File: src/rtl/hz_pkg.sv
package hz_pkg;
  typedef enum logic [1:0] {
    SRC_RF  = 2'b00,
    SRC_WB  = 2'b01,
    SRC_MEM = 2'b10
  } opnd_src_e;
endpackage

File: src/rtl/hz_fwd_sel.sv
module hz_fwd_sel #(
  parameter int REG_W = 5
) (
  input  logic [REG_W-1:0] src,
  input  logic [REG_W-1:0] mem_rd,
  input  logic             mem_we,
  input  logic [REG_W-1:0] wb_rd,
  input  logic             wb_we,
  output logic [1:0]       sel
);
  import hz_pkg::*;
  logic mem_hit, wb_hit;

  always_comb begin
    mem_hit = mem_we && (mem_rd != '0) && (mem_rd == src);
    wb_hit  = wb_we  && (wb_rd  != '0) && (wb_rd  == src);
    // newer result in the memory stage takes precedence
    if (mem_hit)     sel = SRC_MEM;
    else if (wb_hit) sel = SRC_WB;
    else             sel = SRC_RF;
  end
endmodule

File: src/rtl/hz_load_use.sv
module hz_load_use #(
  parameter int REG_W   = 5,
  parameter int NUM_SRC = 2
) (
  input  logic [NUM_SRC-1:0][REG_W-1:0] id_src,
  input  logic [REG_W-1:0]              ex_rd,
  input  logic                          ex_mem_read,
  output logic                          stall
);
  logic [NUM_SRC-1:0] hit;

  for (genvar g = 0; g < NUM_SRC; g++) begin : g_cmp
    assign hit[g] = (id_src[g] == ex_rd);
  end

  always_comb begin
    stall = ex_mem_read && (ex_rd != '0) && (|hit);
  end
endmodule

File: src/rtl/hz_redirect.sv
module hz_redirect (
  input  logic br_taken,
  input  logic stall,
  output logic flush
);
  // a stalled branch stays in decode; it redirects once released
  always_comb begin
    flush = br_taken && !stall;
  end
endmodule

File: src/rtl/pipe_hazard_ctl.sv
module pipe_hazard_ctl #(
  parameter int REG_W = 5
) (
  input  logic [REG_W-1:0] id_rs1,
  input  logic [REG_W-1:0] id_rs2,
  input  logic             id_br_taken,
  input  logic [REG_W-1:0] ex_rs1,
  input  logic [REG_W-1:0] ex_rs2,
  input  logic [REG_W-1:0] ex_rd,
  input  logic             ex_mem_read,
  input  logic [REG_W-1:0] mem_rd,
  input  logic             mem_we,
  input  logic [REG_W-1:0] wb_rd,
  input  logic             wb_we,
  output logic [1:0]       fwd_a,
  output logic [1:0]       fwd_b,
  output logic             id_byp_a,
  output logic             id_byp_b,
  output logic             pc_hold,
  output logic             ifid_hold,
  output logic             idex_bubble,
  output logic             ifid_flush
);
  localparam int NSRC = 2;

  logic [NSRC-1:0][REG_W-1:0] ex_src;
  logic [NSRC-1:0][REG_W-1:0] id_src;
  logic [NSRC-1:0][1:0]       sel;
  logic [NSRC-1:0]            byp;
  logic                       lu_stall;

  assign ex_src = {ex_rs2, ex_rs1};
  assign id_src = {id_rs2, id_rs1};

  for (genvar g = 0; g < NSRC; g++) begin : g_opnd
    hz_fwd_sel #(.REG_W(REG_W)) u_sel (
      .src    (ex_src[g]),
      .mem_rd (mem_rd),
      .mem_we (mem_we),
      .wb_rd  (wb_rd),
      .wb_we  (wb_we),
      .sel    (sel[g])
    );
    // register file writes early, reads late: same-cycle bypass in decode
    assign byp[g] = wb_we && (wb_rd != '0) && (wb_rd == id_src[g]);
  end

  hz_load_use #(.REG_W(REG_W), .NUM_SRC(NSRC)) u_lu (
    .id_src      (id_src),
    .ex_rd       (ex_rd),
    .ex_mem_read (ex_mem_read),
    .stall       (lu_stall)
  );

  hz_redirect u_redir (
    .br_taken (id_br_taken),
    .stall    (lu_stall),
    .flush    (ifid_flush)
  );

  assign fwd_a       = sel[0];
  assign fwd_b       = sel[1];
  assign id_byp_a    = byp[0];
  assign id_byp_b    = byp[1];
  assign pc_hold     = lu_stall;
  assign ifid_hold   = lu_stall;
  assign idex_bubble = lu_stall;
endmodule

File: config.mk
export PLATFORM = sky130hd
export DESIGN_NAME = pipe_hazard_ctl
export DESIGN_NICKNAME = d
export VERILOG_FILES = /design/src/rtl/hz_pkg.sv /design/src/rtl/hz_fwd_sel.sv /design/src/rtl/hz_load_use.sv /design/src/rtl/hz_redirect.sv /design/src/rtl/pipe_hazard_ctl.sv
export SDC_FILE = /design/constraint.sdc
export NUM_CORES = 1
export LEC_CHECK = 0
export ABC_AREA = 1
export BUFFER_PORTS_ARGS = -buffer_cell sky130_fd_sc_hd__buf_2
export CAP_MARGIN = 40
export CORE_MARGIN = 2
export CORE_UTILIZATION = 48
export DETAILED_ROUTE_END_ITERATION = 10
export MAX_ROUTING_LAYER = met4
export PLACE_DENSITY = 0.94
export SLEW_MARGIN = 20
export SYNTH_ARGS = -nofsm -noshare
export SYNTH_HDL_FRONTEND = slang
export SYNTH_SLANG_ARGS = --single-unit
File: constraint.sdc
create_clock -name vclk -period 2.89
set_clock_uncertainty 0.1 [all_clocks]
set_input_delay 0.578 -clock vclk [all_inputs]
set_output_delay 0.578 -clock vclk [all_outputs]
set_load 0.01 [all_outputs]
==> flow_metrics.tcl, run 1 <==
set metrics [dict create \
    status "completed" \
    seq_cell_count 0 \
    period_minus_slack_ns 2.139 \
    hold_violations 0 \
    path_cells "buf_2 -> xnor2_1 -> nand4_1 -> nor3_1 -> buf_2" \
    slowest_delay_ns 0.26 \
    synth.avg_cell_area_um2 5.933 \
    yosysWarnings 0 \
    grtUsageMet3_pct 1.724 \
    first_pass_iters 6 \
    ant_nets 0 \
    routedWlPerCell_um 10.57 \
    crit_required_ns 2.21 \
    grt_util_met1_pct 26.33 \
    grt.overflow.total 0 \
    io_buffers 49 \
    antenna_found_initial 0 \
    globalRoute.busiestLayer "met2" \
    cts_resized 0 \
    wirelength_mm 1.849 \
    netlist-cell-type-count 15 \
    critPathSlowestCell "xnor2_1" \
    drv_slew 0 \
    postCtsHoldBufs 0 \
    fin_crit_sh_pct 74.03 \
    grt_pass1_wl_mm 3.146 \
    powerDensity_nw_per_um2 143.9 \
    n_clock_buffer 0 \
    synthToLayoutAreaGrowth_pct 26.54 \
    instances_no_fill 175 \
    report.final.setup_viol 0 \
    final_util_pct 66.73 \
    power_uw 129.6 \
    via_count 843 \
    rsz0062_at_grt "no" \
    coreArea_um2 1350 \
    final.setup.tns_ns 0 \
    drc 0 \
    grt_use_total_pct 21.67 \
    post_cts_buffers 0 \
    final_common_cell "buf_2" \
    crit_type "in -> out" \
    fp.dieW_um 42.51 \
    met2_usage_pct 38.46 \
    power_frac_comb_pct 100.0 \
    cp_top_family "simple AND/OR/NAND/NOR gates" \
    seqCellArea_um2 0 \
    leakagePower_uw 0.0005177 \
    grt_pass1_vias 787 \
    drive_above_1_share_pct 35.00 \
    rows 13 \
    dp_slack_ns 0.7799 \
    crit_arrival_ns 1.46 \
    start_kind "input pin" \
    whs_path_depth 4 \
    power_switching_uw 68.11 \
    mostFrequentLayoutCells "buf_2 (49), nand2_1 (30), xnor2_1 (23)" \
    clkPwrFrac_pct 0 \
    dp.cells 175 \
    max_freq_mhz 467.4 \
    gp_congestion 0.7893 \
    fp.dieH_um 42.51 \
    grt_max_degree 6 \
    holdCritPathClass "in -> out" \
    internal_power_uw 61.52 \
    setup_slack_ns 0.7506 \
    synth_cells 120 \
    crit_cells 5 \
    synthesis.nets 159 \
    switching_share_pct 52.54 \
    endpoint_kind "primary output" \
    synthesis.area_um2 711.9 \
    path_max_fanout 5 \
    dp_hpwl_mm 1.719 \
    critPathBufInv 2 \
    diodes 0 \
    slew_headroom_pct 83.73 \
    worst_pin_slew_ns 0.2424 \
    start_util_pct 52.73 \
    nets 201 \
    p_seq_share_pct 0 \
    yosysSeqAreaShare_pct 0 \
    dieArea_um2 1807 \
    drt-initial-drc-count 14 \
    ios 49 \
    cap_violations 0 \
    cp_common_cell "buf_2" \
    num-fill-cells 126 \
    vdd_drop_max_mv 0.07152 \
    via_per_inst 4.817 \
]
stage by stage:
stage / area, µm² / hold slack (ns)
3_5_place_dp: 900.9 / 1.350
6_report: 900.9 / 1.348
3_3_place_gp: 900.9 / 1.344
5_1_grt: 900.9 / 1.368
2_1_floorplan: 711.9 / 1.140
4_1_cts: 900.9 / 1.349
synth_stat cells:
library cell / count / area (µm²)
nand4_1: 3 / 18.77
o21ai_2: 1 / 8.760
nor3_2: 4 / 40.04
a21oi_1: 2 / 10.01
inv_1: 16 / 60.06
nor2_1: 14 / 52.55
xor2_1: 8 / 70.07
xor2_2: 1 / 16.27
xnor2_1: 23 / 201.4
nor3_1: 3 / 15.01
nand2_2: 1 / 6.260
nand2_1: 30 / 112.6
buf_4: 7 / 52.55
buf_6: 2 / 22.52
nand3_1: 5 / 25.02
power groups by stage:
stage / Combinational, µW / Sequential (µW) / Clock (µW)
after floorplan: 82.0 / 0 / 0
after global placement: 123 / 0 / 0
after detailed placement: 129 / 0 / 0
after CTS: 130 / 0 / 0
after global routing: 145 / 0 / 0
final: 130 / 0 / 0
tightest hold or removal path: cells and delay by family:
family / cells / cell delay [ns]
buf+inv: 3 / 0.26
compound gates: 1 / 0.03
final cells by class:
type | count | area (µm²) | share of cell area, %
timing repair buffer | 49 | 245.2 | 27.22
tap | 15 | 18.77 | 2.083
multi-input combinational | 95 | 576.8 | 64.03
inverter | 16 | 60.06 | 6.667
metal layers:
layer / vias to the layer above / wire length, µm / part of all wire, %
li1: 437 / - / -
met3: 4 / 106 / 5.7
met4: 0 / 31 / 1.7
met1: 371 / 752 / 41
met2: 31 / 959 / 52
met5: - / 0 / 0
logic make-up after synthesis:
| group | after synthesis | share of synthesized area (%) |
|---|---|---|
| simple gates | 60 | 37.96 |
| compound gates | 3 | 2.636 |
| buf+inv | 25 | 18.98 |
| xor+xnor | 32 | 40.42 |
path summary, 6_finish.rpt:
check,start,end
hold / removal,id_br_taken,ifid_flush
setup / recovery,wb_rd[3],id_byp_b
(Power assumes the default switching activity.)
==> run 2, diff against run 1 <==
- CORE_UTILIZATION: 48 -> 44
- PLACE_DENSITY: 0.94 -> 0.88
- clock period: 2.89 -> 2.2 ns (I/O delays scaled with it)
==> run 2 against run 1 <==
Core utilization shrank 6.8 points. Cell area is 0.14% higher. Non-clock buffer count is the same. Flip-flop and latch count stayed put. Critical path depth is 3 higher. Global-route usage down 1.8 points. Combinational power grew 30%. Via count decreased by 3.4%. First-iteration DRC count is the same. Worst setup slack worse by 0.43 ns. Clock-buffer cell count did not move.
==> flow_metrics.tcl, run 2 (synthesis results as in run 1) <==
set metrics [dict create \
    status "completed" \
    via_per_inst 4.625 \
    final.setup.tns_ns 0 \
    period_minus_slack_ns 1.878 \
    fin_crit_sh_pct 85.35 \
    final_common_cell "buf_2" \
    n_clock_buffer 0 \
    slew_headroom_pct 86.45 \
    crit_type "in -> out" \
    via_count 814 \
    cp_top_family "buffers and inverters" \
    grt_max_degree 6 \
    wirelength_mm 1.787 \
    seqCellArea_um2 0 \
    worst_pin_slew_ns 0.2017 \
    internal_power_uw 80.81 \
    hp-start "id_br_taken" \
    grtUsageMet3_pct 0.8163 \
    postCtsHoldBufs 0 \
    power_uw 168.7 \
    power_frac_comb_pct 100.0 \
    vdd_drop_max_mv 0.07365 \
    num-fill-cells 149 \
    crit_arrival_ns 1.34 \
    met2_usage_pct 36.18 \
    critPathBufInv 3 \
    rsz0062_at_grt "no" \
    grt_pass1_wl_mm 2.987 \
    drc 0 \
    whs_ns 1.073 \
    seq_cell_count 0 \
    path_cells "buf_2 -> inv_1 -> nand2_1 -> nand2_1 -> nor2_1 -> nand3_1 -> a21oi_1 -> buf_2" \
    slowest_delay_ns 0.22 \
    whs_endpoint "ifid_flush" \
    synthToLayoutAreaGrowth_pct 26.71 \
    report.final.setup_viol 0 \
    routedWlPerCell_um 10.15 \
    first_pass_iters 4 \
    grt_util_met1_pct 23.90 \
    setup_slack_ns 0.3223 \
    power_switching_uw 87.85 \
    critPathSlowestCell "a21oi_1" \
    ios 49 \
    leakagePower_uw 0.0005177 \
    dp_slack_ns 0.3508 \
    ant_nets 0 \
    hold_violations 0 \
    drt-initial-drc-count 14 \
    mostFrequentLayoutCells "buf_2 (49), nand2_1 (30), xnor2_1 (23)" \
    multiInputGateArea_um2 576.8 \
    drv_slew 0 \
    clkPwrFrac_pct 0 \
    fp.dieH_um 44.23 \
    globalRoute.busiestLayer "met2" \
    diodes 0 \
    final_util_pct 59.88 \
    grt_use_total_pct 19.83 \
    io_buffers 49 \
    crit_required_ns 1.66 \
    start_util_pct 47.26 \
    p_seq_share_pct 0 \
    max_freq_mhz 532.6 \
    dp_hpwl_mm 1.645 \
    whs_path_depth 4 \
    gp_congestion 0.8104 \
    coreArea_um2 1506 \
    fp.dieW_um 44.23 \
    path_max_fanout 4 \
    cts_resized 0 \
    antenna_found_initial 0 \
    cap_violations 0 \
    powerDensity_nw_per_um2 187.0 \
    rows 14 \
    start_kind "input pin" \
    holdCritPathClass "in -> out" \
    nets 201 \
    switching_share_pct 52.09 \
    endpoint_kind "primary output" \
    post_cts_buffers 0 \
    grt.overflow.total 0 \
    drive_above_1_share_pct 35.00 \
    dieArea_um2 1956 \
    grt_pass1_vias 754 \
]
## run 2: cell counts in the layout (fill, tap and decap cells not counted)
No cell type changed its count.
## run 2: worst max path at each step
stage | from | end | slack (ns) | depth (start not counted)
global route | ex_rd[3] | pc_hold | 0.23 | 8
floorplan | id_rs1[4] | ifid_hold | 0.44 | 7
global placement | ex_rd[4] | idex_bubble | 0.39 | 8
CTS | ex_rd[3] | pc_hold | 0.35 | 8
finish | ex_rd[3] | pc_hold | 0.32 | 8
detailed placement | ex_rd[3] | pc_hold | 0.35 | 8
## run 2: power by group through the flow
| stage | logic, µW | clock network (µW) | registers [µW] |
|---|---|---|---|
| after global routing | 189 | 0 | 0 |
| after CTS | 169 | 0 | 0 |
| after global placement | 162 | 0 | 0 |
| final | 169 | 0 | 0 |
| after floorplan | 108 | 0 | 0 |
| after detailed placement | 168 | 0 | 0 |
## run 2: final cells by class
cell class / count / share of cell area, %
multi-input combinational: 95 / 63.94
timing repair buffer: 49 / 27.18
inverter: 16 / 6.657
tap: 16 / 2.219
## run 2: tightest hold or removal path: stages
cell     delay, ns
buf_2         0.10
inv_1         0.04
a21oi_1       0.03
buf_2         0.13
## run 2: per-layer routing
layer / up-vias / routed length (µm) / share of wire [%]
met5: - / 0 / 0
met4: 0 / 12 / 0.67
met3: 2 / 112 / 6.3
met2: 34 / 920 / 51
met1: 340 / 742 / 42
li1: 438 / - / -
## run 2: metrics by stage
stage / instances / cell area [µm²]
after detailed placement: 176 / 902.1
after CTS: 176 / 902.1
after global placement: 176 / 902.1
after global routing: 176 / 902.1
final: 176 / 902.1
after floorplan: 120 / 711.9
==> run 3, diff against run 2 <==
- CORE_UTILIZATION: 44 -> 30
- PLACE_DENSITY: 0.88 -> not set
- PLACE_DENSITY_LB_ADDON: not set -> 0.12
==> run 3 against run 2 <==
Die area increased by 42%. Global-route usage decreased by 6.6 points. Power decreased by 1.3%. Cell count increased by 6.8%. First-iteration DRC count decreased by 79%. Via count decreased by 2.5%. Non-clock buffer count unchanged. Cell area increased by 1.7%. Worst setup slack improved by 0.030 ns. Critical endpoint is now idex_bubble. Largest cell class unchanged.
==> flow_metrics.tcl, run 3 (synthesis results as in run 1) <==
set metrics [dict create \
    whs_ns 1.069 \
    routedWlPerCell_um 9.314 \
    fp.dieW_um 52.72 \
    startpoint "ex_rd[0]" \
    via_per_inst 4.223 \
    post_cts_buffers 0 \
    holdCritPathClass "in -> out" \
    hold_violations 0 \
    crit_end "idex_bubble" \
    grt_max_degree 6 \
    powerDensity_nw_per_um2 181.5 \
    grt.overflow.total 0 \
    max_freq_mhz 541.1 \
    io_buffers 49 \
    crit_arrival_ns 1.31 \
    via_count 794 \
    cts_resized 0 \
    crit_required_ns 1.66 \
    period_minus_slack_ns 1.848 \
    leakagePower_uw 0.0005177 \
    slew_headroom_pct 86.51 \
    mostFrequentLayoutCells "buf_2 (49), nand2_1 (30), xnor2_1 (23)" \
    wirelength_mm 1.751 \
    ios 49 \
    n_clock_buffer 0 \
    postCtsHoldBufs 0 \
    diodes 0 \
    first_pass_iters 4 \
    worst_pin_slew_ns 0.2023 \
    rsz0062_at_grt "no" \
    drive_above_1_share_pct 35.00 \
    final_common_cell "buf_2" \
    multiInputGateArea_um2 576.8 \
    grt_pass1_wl_mm 2.835 \
    final.setup.tns_ns 0 \
    antenna_found_initial 0 \
    drc 0 \
    status "completed" \
    gp_congestion 0.7501 \
    dp_hpwl_mm 1.624 \
    cap_violations 0 \
    seqCellArea_um2 0 \
    coreArea_um2 2233 \
    start_util_pct 31.88 \
    dieArea_um2 2779 \
    crit_type "in -> out" \
    place_area_um2 917.1 \
    ant_nets 0 \
    endpoint_kind "primary output" \
    fin_crit_sh_pct 84.00 \
    path_max_fanout 4 \
    seq_cell_count 0 \
    nets 201 \
    power_uw 166.4 \
    drt-initial-drc-count 3 \
    grt_pass1_vias 725 \
    start_kind "input pin" \
    rows 17 \
    drv_slew 0 \
    num-fill-cells 265 \
    fp.dieH_um 52.72 \
    report.final.setup_viol 0 \
    vdd_drop_max_mv 0.07014 \
    synthToLayoutAreaGrowth_pct 28.82 \
    whs_path_depth 4 \
    grt_use_total_pct 13.27 \
    final_cell_area_um2 917.1 \
]
-- run 3: cell counts in the layout (fill, tap and decap cells not counted) --
Identical to the previous run, type by type.
-- run 3: through the flow --
step	setup WS (ns)	utilization (%)	std cells
floorplan	0.4408	-	120
global placement	0.3839	41.06	188
detailed placement	0.3405	41.06	188
CTS	0.3275	41.06	188
global route	0.1960	41.06	188
finish	0.3519	41.06	188
-- run 3: final cells by class --
| cell class | instances | area share [%] |
|---|---|---|
| inverter | 16 | 6.548 |
| multi-input combinational | 95 | 62.89 |
| tap | 28 | 3.820 |
| timing repair buffer | 49 | 26.74 |
-- run 3: power by group --
group	switching (µW)	total, µW	leakage, µW	internal [µW]
clock	0	0	0	0
combinational	85.6	166	0.000518	80.8
sequential	0	0	0	0
-- run 3: critical path, cell delays in order --
cell     delay, ns
buf_2         0.11
inv_1         0.06
nand2_1       0.05
nand2_1       0.04
nor2_1        0.11
nand3_1       0.09
a21oi_1       0.22
buf_2         0.17
-- run 3: worst min-delay path by stage --
stage,from,to
after CTS,id_br_taken,ifid_flush
after floorplan,id_br_taken,ifid_flush
after detailed placement,id_br_taken,ifid_flush
final,id_br_taken,ifid_flush
after global placement,id_br_taken,ifid_flush
after global routing,id_br_taken,ifid_flush
-- run 3: metal layers --
layer	vias to the layer above	GRT usage (%)	part of all wire, %	wire (µm)
met5	-	-	0	0
met4	0	0	0	0
met2	27	27.50	53	926
met3	0	0	6.3	111
li1	438	-	-	-
met1	329	14.81	41	713
